File: src/rtl/runahead_pkg.sv
package runahead_pkg;
  typedef enum logic [1:0] {
    OP_ALU    = 2'd0,
    OP_LOAD   = 2'd1,
    OP_STORE  = 2'd2,
    OP_BRANCH = 2'd3
  } op_kind_e;

  typedef enum logic [1:0] {
    ST_IDLE = 2'd0,
    ST_RUN  = 2'd1,
    ST_HALT = 2'd2
  } ra_state_e;
endpackage

File: src/rtl/ra_ctrl.sv
module ra_ctrl
  import runahead_pkg::*;
#(
  parameter int PC_W = 16
) (
  input  logic            clk,
  input  logic            rst_n,
  input  logic            mode_aggr_i,
  input  logic            start_i,
  input  logic [PC_W-1:0] start_pc_i,
  input  logic            branch_inv_i,
  input  logic            done_i,
  output logic            rst_int_n,
  output ra_state_e       state_o,
  output logic [PC_W-1:0] saved_pc_o
);
  logic [1:0]      sync_q;
  logic            init_q, init_d;
  logic            aggr_q, aggr_d, aggr_en;
  ra_state_e       st_q, st_d;
  logic [PC_W-1:0] pc_q, pc_d;
  logic            pc_en;

  // reset synchronizer: asynchronous assert, synchronous release
  always_ff @(posedge clk or negedge rst_n) begin
    if (!rst_n) sync_q <= 2'b00;
    else        sync_q <= {sync_q[0], 1'b1};
  end
  assign rst_int_n = sync_q[1];

  always_comb begin
    init_d  = 1'b0;
    aggr_en = init_q;
    aggr_d  = mode_aggr_i;
    pc_en   = (st_q == ST_IDLE) && start_i;
    pc_d    = start_pc_i;
    st_d    = st_q;
    unique case (st_q)
      ST_IDLE: if (start_i) st_d = ST_RUN;
      ST_RUN: begin
        if (done_i)                       st_d = ST_IDLE;
        else if (branch_inv_i && !aggr_q) st_d = ST_HALT;
      end
      ST_HALT: if (done_i) st_d = ST_IDLE;
      default: st_d = ST_IDLE;
    endcase
  end

  always_ff @(posedge clk or negedge rst_int_n) begin
    if (!rst_int_n) begin
      init_q <= 1'b1;
      aggr_q <= 1'b0;
      st_q   <= ST_IDLE;
      pc_q   <= '0;
    end else begin
      init_q <= init_d;
      st_q   <= st_d;
      if (aggr_en) aggr_q <= aggr_d;
      if (pc_en)   pc_q   <= pc_d;
    end
  end

  assign state_o    = st_q;
  assign saved_pc_o = pc_q;

  a_r2_enter_run: assert property (@(posedge clk) disable iff (!rst_int_n)
    (st_q == ST_IDLE && start_i) |=> (st_q == ST_RUN));
  a_r7_halt_only_cautious: assert property (@(posedge clk) disable iff (!rst_int_n)
    (st_q == ST_HALT) |-> !aggr_q);
  a_r10_pc_held: assert property (@(posedge clk) disable iff (!rst_int_n)
    (st_q != ST_IDLE) |=> $stable(pc_q));
  a_r9_exit_idle: assert property (@(posedge clk) disable iff (!rst_int_n)
    (st_q != ST_IDLE && done_i) |=> (st_q == ST_IDLE));
endmodule

File: src/rtl/ra_regfile.sv
module ra_regfile #(
  parameter int XLEN  = 16,
  parameter int NREGS = 8,
  localparam int IDX_W = $clog2(NREGS)
) (
  input  logic             clk,
  input  logic             rst_n,
  input  logic             wr_en_i,
  input  logic [IDX_W-1:0] wr_idx_i,
  input  logic [XLEN-1:0]  wr_data_i,
  input  logic             inv_we_i,
  input  logic             inv_val_i,
  input  logic             snap_i,
  input  logic             restore_i,
  input  logic [IDX_W-1:0] ra_idx_i,
  input  logic [IDX_W-1:0] rb_idx_i,
  input  logic [IDX_W-1:0] rd_idx_i,
  output logic             ra_inv_o,
  output logic             rb_inv_o,
  output logic [XLEN-1:0]  rd_data_o,
  output logic             rd_inv_o
);
  logic [NREGS-1:0][XLEN-1:0] rf_q, rf_d, bk_q;
  logic [NREGS-1:0]           inv_q, inv_d;

  always_comb begin
    rf_d  = rf_q;
    inv_d = inv_q;
    if (restore_i) begin
      rf_d  = bk_q;
      inv_d = '0;
    end else begin
      if (wr_en_i)  rf_d[wr_idx_i]  = wr_data_i;
      if (inv_we_i) inv_d[wr_idx_i] = inv_val_i;
    end
  end

  always_ff @(posedge clk or negedge rst_n) begin
    if (!rst_n) begin
      rf_q  <= '0;
      bk_q  <= '0;
      inv_q <= '0;
    end else begin
      rf_q  <= rf_d;
      inv_q <= inv_d;
      if (snap_i) bk_q <= rf_q;
    end
  end

  assign ra_inv_o  = inv_q[ra_idx_i];
  assign rb_inv_o  = inv_q[rb_idx_i];
  assign rd_data_o = rf_q[rd_idx_i];
  assign rd_inv_o  = inv_q[rd_idx_i];

  a_r9_flags_cleared: assert property (@(posedge clk) disable iff (!rst_n)
    restore_i |=> (inv_q == '0));
  a_r9_regs_restored: assert property (@(posedge clk) disable iff (!rst_n)
    restore_i |=> (rf_q == $past(bk_q)));
  a_r2_snapshot_taken: assert property (@(posedge clk) disable iff (!rst_n)
    snap_i |=> (bk_q == $past(rf_q)));
  a_r2_no_write_on_snap: assert property (@(posedge clk) disable iff (!rst_n)
    snap_i |-> !wr_en_i);
endmodule

File: src/rtl/ra_line_flags.sv
module ra_line_flags #(
  parameter int NLINES = 16,
  localparam int LINE_W = $clog2(NLINES)
) (
  input  logic              clk,
  input  logic              rst_n,
  input  logic              set_i,
  input  logic [LINE_W-1:0] set_idx_i,
  input  logic              clr_all_i,
  input  logic [LINE_W-1:0] rd_idx_i,
  output logic              rd_flag_o
);
  logic [NLINES-1:0] flags;

  for (genvar g = 0; g < NLINES; g++) begin : g_line
    logic bit_q, bit_d;
    always_comb begin
      bit_d = bit_q;
      if (clr_all_i)                                        bit_d = 1'b0;
      else if (set_i && (set_idx_i == LINE_W'(g)))          bit_d = 1'b1;
    end
    always_ff @(posedge clk or negedge rst_n) begin
      if (!rst_n) bit_q <= 1'b0;
      else        bit_q <= bit_d;
    end
    assign flags[g] = bit_q;
  end

  assign rd_flag_o = flags[rd_idx_i];

  a_r9_lines_cleared: assert property (@(posedge clk) disable iff (!rst_n)
    clr_all_i |=> (flags == '0));
  a_r5_single_line_set: assert property (@(posedge clk) disable iff (!rst_n)
    !clr_all_i |=> ($countones(flags & ~$past(flags)) <= 1));
endmodule

File: src/rtl/runahead_ckpt.sv
module runahead_ckpt
  import runahead_pkg::*;
#(
  parameter int XLEN   = 16,
  parameter int NREGS  = 8,
  parameter int PC_W   = 16,
  parameter int NLINES = 16,
  localparam int IDX_W  = $clog2(NREGS),
  localparam int LINE_W = $clog2(NLINES)
) (
  input  logic              clk,
  input  logic              rst_n,
  input  logic              mode_aggr_i,
  input  logic              op_valid_i,
  input  logic [1:0]        op_kind_i,
  input  logic [PC_W-1:0]   op_pc_i,
  input  logic [IDX_W-1:0]  src_a_i,
  input  logic [IDX_W-1:0]  src_b_i,
  input  logic [IDX_W-1:0]  dst_i,
  input  logic [XLEN-1:0]   op_data_i,
  input  logic              dc_hit_i,
  input  logic [LINE_W-1:0] line_i,
  input  logic              exc_i,
  input  logic              miss_done_i,
  input  logic [IDX_W-1:0]  rd_idx_i,
  output logic [XLEN-1:0]   rd_data_o,
  output logic              rd_inv_o,
  output logic              busy_o,
  output logic              halted_o,
  output logic              restart_o,
  output logic [PC_W-1:0]   restart_pc_o,
  output logic              store_commit_o,
  output logic              exc_o,
  output logic              prefetch_o
);
  op_kind_e  kind;
  ra_state_e st;
  logic      rst_int_n;
  logic      idle, running;
  logic      is_alu, is_load, is_store, is_branch;
  logic      start, spec, restore, branch_inv;
  logic      inv_a, inv_b, line_bad;
  logic      wr_en, inv_we, inv_val, line_set;
  logic [PC_W-1:0] saved_pc;

  assign kind      = op_kind_e'(op_kind_i);
  assign is_alu    = (kind == OP_ALU);
  assign is_load   = (kind == OP_LOAD);
  assign is_store  = (kind == OP_STORE);
  assign is_branch = (kind == OP_BRANCH);

  assign idle    = (st == ST_IDLE);
  assign running = (st == ST_RUN);

  assign start      = idle && op_valid_i && is_load && !dc_hit_i;
  assign spec       = running && op_valid_i && !miss_done_i;
  assign restore    = !idle && miss_done_i;
  assign branch_inv = spec && is_branch && inv_a;

  always_comb begin
    wr_en    = (idle && op_valid_i && (is_alu || (is_load && dc_hit_i)))
             || (spec && (is_alu || is_load));
    inv_we   = start || (spec && (is_alu || is_load));
    if (start)       inv_val = 1'b1;
    else if (is_alu) inv_val = inv_a || inv_b;
    else             inv_val = inv_a || !dc_hit_i || line_bad;
    line_set = spec && is_store && !inv_a && dc_hit_i;
  end

  ra_ctrl #(.PC_W(PC_W)) u_ctrl (
    .clk          (clk),
    .rst_n        (rst_n),
    .mode_aggr_i  (mode_aggr_i),
    .start_i      (start),
    .start_pc_i   (op_pc_i),
    .branch_inv_i (branch_inv),
    .done_i       (miss_done_i),
    .rst_int_n    (rst_int_n),
    .state_o      (st),
    .saved_pc_o   (saved_pc)
  );

  ra_regfile #(.XLEN(XLEN), .NREGS(NREGS)) u_rf (
    .clk       (clk),
    .rst_n     (rst_int_n),
    .wr_en_i   (wr_en),
    .wr_idx_i  (dst_i),
    .wr_data_i (op_data_i),
    .inv_we_i  (inv_we),
    .inv_val_i (inv_val),
    .snap_i    (start),
    .restore_i (restore),
    .ra_idx_i  (src_a_i),
    .rb_idx_i  (src_b_i),
    .rd_idx_i  (rd_idx_i),
    .ra_inv_o  (inv_a),
    .rb_inv_o  (inv_b),
    .rd_data_o (rd_data_o),
    .rd_inv_o  (rd_inv_o)
  );

  ra_line_flags #(.NLINES(NLINES)) u_lines (
    .clk       (clk),
    .rst_n     (rst_int_n),
    .set_i     (line_set),
    .set_idx_i (line_i),
    .clr_all_i (restore),
    .rd_idx_i  (line_i),
    .rd_flag_o (line_bad)
  );

  assign busy_o         = !idle;
  assign halted_o       = (st == ST_HALT);
  assign restart_o      = restore;
  assign restart_pc_o   = saved_pc;
  assign store_commit_o = idle && op_valid_i && is_store;
  assign exc_o          = idle && op_valid_i && exc_i;
  assign prefetch_o     = spec && is_load && !dc_hit_i && !inv_a;

  a_r5_no_commit_busy: assert property (@(posedge clk) disable iff (!rst_int_n)
    busy_o |-> !store_commit_o);
  a_r6_exc_quiet_busy: assert property (@(posedge clk) disable iff (!rst_int_n)
    busy_o |-> !exc_o);
  a_r10_prefetch_running: assert property (@(posedge clk) disable iff (!rst_int_n)
    prefetch_o |-> (busy_o && !halted_o && !restart_o));
  a_r7_halted_frozen: assert property (@(posedge clk) disable iff (!rst_int_n)
    (halted_o && !miss_done_i) |=> (halted_o && $stable(restart_pc_o)));
endmodule

File: config.mk
export PLATFORM = sky130hd
export DESIGN_NAME = runahead_ckpt
export DESIGN_NICKNAME = d
export VERILOG_FILES = /design/src/rtl/runahead_pkg.sv /design/src/rtl/ra_ctrl.sv /design/src/rtl/ra_regfile.sv /design/src/rtl/ra_line_flags.sv /design/src/rtl/runahead_ckpt.sv
export SDC_FILE = /design/constraint.sdc
export NUM_CORES = 1
export LEC_CHECK = 0
export CAP_MARGIN = 20
export CORE_MARGIN = 3
export CORE_UTILIZATION = 64
export CTS_CLUSTER_SIZE = 20
export DETAILED_ROUTE_END_ITERATION = 12
export MAX_ROUTING_LAYER = met4
export PLACE_DENSITY_LB_ADDON = 0.1
export RECOVER_POWER = 25
export SLEW_MARGIN = 40
export SYNTH_ARGS = -nofsm -noshare
export SYNTH_HDL_FRONTEND = slang
export SYNTH_HIERARCHICAL = 1
export SYNTH_SLANG_ARGS = --single-unit
File: constraint.sdc
create_clock -name clk -period 21.3 [get_ports clk]
set_clock_uncertainty 0.05 [all_clocks]
set_input_delay 4.26 -clock clk [delete_from_list [all_inputs] [get_ports clk]]
set_output_delay 4.26 -clock clk [all_outputs]
set_load 0.01 [all_outputs]
Word-level counts from Yosys, hierarchy flattened
Index checks and enable logic that the tools add are counted.
{"block": "word_totals", "reg_bits": 302, "in_bits": 57, "output_inout_bits": 39}
{"block": "op_classes", "order_cmp": 6, "eq_ne": 23, "n_mux": 59, "reduce_logical": 72}
{"op": "128-bit two-way mux", "n": 2}
{"op": "128-bit bitwise mux", "n": 1}
{"op": "16-bit binary-select mux with 3-bit select", "n": 1}
{"op": "16-bit demux with 3-bit select", "n": 1}
{"op": "1-bit two-way mux", "n": 39}
{"op": "1-bit logical AND", "n": 38}
{"op": "2-bit nonzero test", "n": 18}
{"op": "4-bit equality test, second input constant", "n": 8}
{"op": "16-bit two-way mux", "n": 2}
{"op": "4-bit by 3-bit equality test with 1-bit output, second input constant", "n": 4}
{"op": "3-bit by 4-bit less-than comparator with 1-bit output, second input constant", "n": 4}
{"op": "8-bit two-way mux", "n": 2}
{"op": "1-bit binary-select mux with 3-bit select", "n": 3}
{"op": "8-bit bitwise mux", "n": 1}
{"op": "4-bit by 2-bit equality test with 1-bit output, second input constant", "n": 2}
{"op": "2-bit two-way mux", "n": 4}
{"op": "1-bit logical OR", "n": 7}
{"op": "2-bit equality test, second input constant", "n": 3}
{"op": "2-bit case mux with 3 select lines", "n": 1}
{"op": "1-bit zero test", "n": 5}
{"op": "4-bit by 5-bit less-than comparator with 1-bit output, second input constant", "n": 1}
{"op": "1-bit binary-select mux with 4-bit select", "n": 1}
{"op": "2-bit by 1-bit equality test with 1-bit output, second input constant", "n": 2}
{"op": "4-bit by 1-bit equality test with 1-bit output, second input constant", "n": 1}
{"op": "other kinds (8)", "n": 9}

Depth between registers and ports, before layout
{"block": "depth", "depth_word": 9, "depth_mapped": 8, "ltp_nobuf": 7}

By module
The synthesis kept the hierarchy.
{"module": "ra_regfile", "n_inst": 1, "cells_per_inst": 953, "area_per_inst_um2": 12472.0, "seq_area_each_um2": 6606.3}
{"module": "ra_ctrl", "n_inst": 1, "cells_per_inst": 51, "area_per_inst_um2": 830.8, "seq_area_each_um2": 551.8}
{"module": "ra_line_flags", "n_inst": 1, "cells_per_inst": 66, "area_per_inst_um2": 752.0, "seq_area_each_um2": 400.4}
{"module": "runahead_ckpt", "n_inst": 1, "cells_per_inst": 26, "area_per_inst_um2": 167.7, "seq_area_each_um2": 0.0}

Least setup slack after synthesis
OpenSTA, ideal clock, no wires.
{"block": "synth_path", "kind": "input to output", "start": "in src_a_i[1]", "end": "out prefetch_o", "arrival_ps": 5397, "setup_slack_ps": 11593, "path_stages": 3, "path_cell_list": "mux4_2 -> mux2_2 -> nor4_2"}
{"block": "synth_between", "elab_chain_cells": 4}
{"item": "from (decl)", "line_no": "runahead_ckpt.sv:17", "rtl": "input logic [IDX_W-1:0] src_a_i,"}
{"item": "1-bit binary-select mux with 3-bit select", "line_no": "ra_regfile.sv:50", "rtl": "assign ra_inv_o = inv_q[ra_idx_i];"}
{"item": "1-bit two-way mux (not written as such)", "line_no": "ra_regfile.sv:50"}
{"item": "net inv_a", "line_no": "runahead_ckpt.sv:42", "rtl": "logic inv_a, inv_b, line_bad;"}
{"item": "1-bit zero test", "line_no": "runahead_ckpt.sv:118", "rtl": "assign prefetch_o = spec && is_load && !dc_hit_i && !inv_a;"}
{"item": "1-bit logical AND", "line_no": "runahead_ckpt.sv:118"}
{"item": "to (decl)", "line_no": "runahead_ckpt.sv:34", "rtl": "output logic prefetch_o"}
The timed path passes the listed nets, and every way through them passes these cells. The select of a mux whose other input is x is not followed.

Worst setup path in the final report
Ends and elaborated chain as after synthesis.

==> flow_summary.toml <==
[status]
status = "finished with violations"
violations = "capacitance limit, slew limit"

[clocking]
cts_max_path_buffers = 3
insertion_delay_ns = 0.56
path_clk_slew_ns = 0.06
cts_tree = "done"
ctsHoldBuffers = 0
h-tree-depth = 1
postCtsSetupBuffers = 0
clock-sinks = 302
cts_made_buffers = 31
cts_root_buf = "clkbuf_16"
cts_resized = 0

[synthesis]
yosysSeqAreaShare_pct = 53.1
syn_inst = 1096
ys.flop_type = "dfrtp_1"
syn-num-nets = 1153
yosysUniqueCellTypes = 44
syn-mean-instance-area_sq_um = 13.0
yosysTopAreaCell = "dfrtp_1"
synth-seq-cells = 302
netlist_area_sq_um = 14200
synth_top_area_share_pct = 53.0
ys_top_cells_by_area = "dfrtp_1, mux2_2, mux2i_1, mux4_1, o21ai_0"
yosysWarnings = 6
async_reset_ff_share_pct = 100
synth_edf_count = 0

[global_routing]
grt.overflow.total = 0
antenna_found_initial = 0
grt_pass1_vias = 8874
grtUsageTotal_pct = 25.2
grt_max_degree = 131
grt_first_pass_wirelength_microns = 47700

[timing]
final_hold_viol_count = 0
period_share_pct = 50.7
finalMaxSlewViolations = 215
fmax_mhz = 92.7
hold_slack_ns = 0.192
rsz0062_at_grt = "false"
worst_pin_slew_ns = 4.85
max-slew-margin-rel_pct = -223
setup_tns_ns = 0
setup_viol = 0
period_needed_ns = 10.79

[cells_and_area]
drive_above_1_share_pct = 21.4
fin_nets = 1204
layout_common_cells = "dfrtp_1, mux2_2, mux2i_1, nand2_1, o21ai_0"
n_antenna_cell = 0
layout_commonest_cell = "dfrtp_1"
area_delta_synth_final_pct = 13.6
num-fill-cells = 1349

[critical_path]
cp-start-kind = "primary input"
path_class = "in2out"
cp_slowest_cell = "clkdlybuf4s50_1"
critPathCaptureType = "output port"
max_stage_delay_ns = 0.57
r2r-start = "u_ctrl/sync_q[1]"
cp_data_arrival_time_ns = 6.48
startpoint = "src_a_i[1]"
worstPathCellList = "clkdlybuf4s50_1, mux4_2, mux2_2, nor4_2, clkdlybuf4s50_1"
crit_fanout = 4
crit_top_cell = "clkdlybuf4s50_1"
path_buf_inv = 2
worstPathRequired_ns = 16.99
reg2reg_slack_ns = 13.13
critPathTopFamily = "buffers and inverters"

[routing]
via_per_inst = 6.12
highest_layer = "met4"
drtPass1Iterations = 5
ant_nets = 0
drt-total-wl_microns = 29400
wl_met1_microns = 13300
route.met3.wl_microns = 1220
met2WireLength_microns = 14300
drt_iter0_markers = 629
wl_per_cell_microns = 20.3
drc_errors = 0
vias = 8848

[die]
fp.dieH_microns = 155
die_area_sq_um = 24000
start_util_pct = 66.4
core-area_sq_um = 21400
die_w_microns = 155
rows = 53
io_pins = 96

[power_and_ir_drop]
vdd_ir_drop_max_v = 0.0000716
p_int_w = 0.00129
p_sw_w = 0.000468
total_leakage_power_nw = 7.50
powerDensity_nw_per_um2 = 109
p_seq_share_pct = 49.4
pwr-share-clk_pct = 31.4
p_comb_share_pct = 19.1
switching_share_pct = 26.6

[place]
port-buffer-count = 95
hpwl_microns = 16900
gp_congestion = 0.809

[flow_run]
drv_cap = 3

[worst_hold_path]
hp-class = "reg2async"
final timing paths:
kind	to	cells past startpoint
setup / recovery	prefetch_o	5
hold / removal	u_rf/rf_q[40]	0
setup reg to reg	u_rf/rf_q[31]	2
hold reg to reg	u_rf/rf_q[40]	0
max in group asynchronous	u_rf/rf_q[31]	2
min in group clk	u_ctrl/sync_q[1]	0
synth_stat cells, types with 6 or more instances:
cell      number
dfrtp_1      301
mux2_2       164
mux2i_1      140
nand2_1      129
o21ai_0      112
clkbuf_1      43
mux4_1        38
nor2_1        32
buf_2         24
buf_6         16
o21ai_1       16
a31oi_1        9
a21oi_1        8
nand4b_1       6
final cells by class:
cell class                 instances  area, sq um  share of cell area, %
clock buffer                      45          918                   5.69
sequential                       302         7560                   46.8
clock inverter                    12          143                  0.883
tap                              275          344                   2.13
inverter                           5         18.8                  0.116
timing repair buffer             109         1050                   6.53
multi-input combinational        698         6120                   37.9
stage by stage:
stage / total power (W) / instance area (sq um) / std cells / util, % / setup slack, ns
2_1_floorplan: 0.00108 / 14200 / 1096 / - / 11.59
3_3_place_gp: 0.00119 / 15100 / 1386 / 70.4 / 10.45
3_5_place_dp: 0.00122 / 15100 / 1387 / 70.6 / 10.51
4_1_cts: 0.00178 / 16200 / 1444 / 75.5 / 10.50
5_1_grt: 0.00185 / 16200 / 1446 / 75.4 / 10.45
6_report: 0.00176 / 16200 / 1446 / 75.4 / 10.51
state kept, by name, indices dropped and copies added (netlist names):
register and count:
u_rf/inv_q 8, u_rf/bk_q 128, u_ctrl/aggr_en 1, u_rf/rf_q 128, u_ctrl/sync_q 2, u_lines/g_line.bit_q 16
u_ctrl/saved_pc_o 16, u_ctrl/aggr_q 1, u_ctrl/state_o 2
power groups by stage:
stage | registers (W) | clock network, W | logic [W]
after floorplan | 0.000847 | 0 | 0.000236
after global placement | 0.000868 | 0 | 0.000321
after detailed placement | 0.000877 | 0 | 0.000338
after CTS | 0.000870 | 0.000565 | 0.000340
after global routing | 0.000892 | 0.000588 | 0.000372
final | 0.000871 | 0.000554 | 0.000337
metal layers:
layer	track usage, %	vias to the layer above
met2	40.2	197
met3	3.20	53
met4	6.10	0
li1	-	4055
met5	-	-
met1	35.4	4543
cells by family after synthesis:
| group | Yosys count | share of synthesized area (%) |
|---|---|---|
| buffers and inverters | 96 | 3.99 |
| AO/OA/AOI/OAI | 148 | 5.38 |
| flip-flops | 302 | 53.1 |
| multiplexers | 346 | 30.5 |
| AND/OR/NAND/NOR | 202 | 6.95 |
| other | 2 | 0.0528 |
Note: power is estimated with default switching activity, not from simulation.
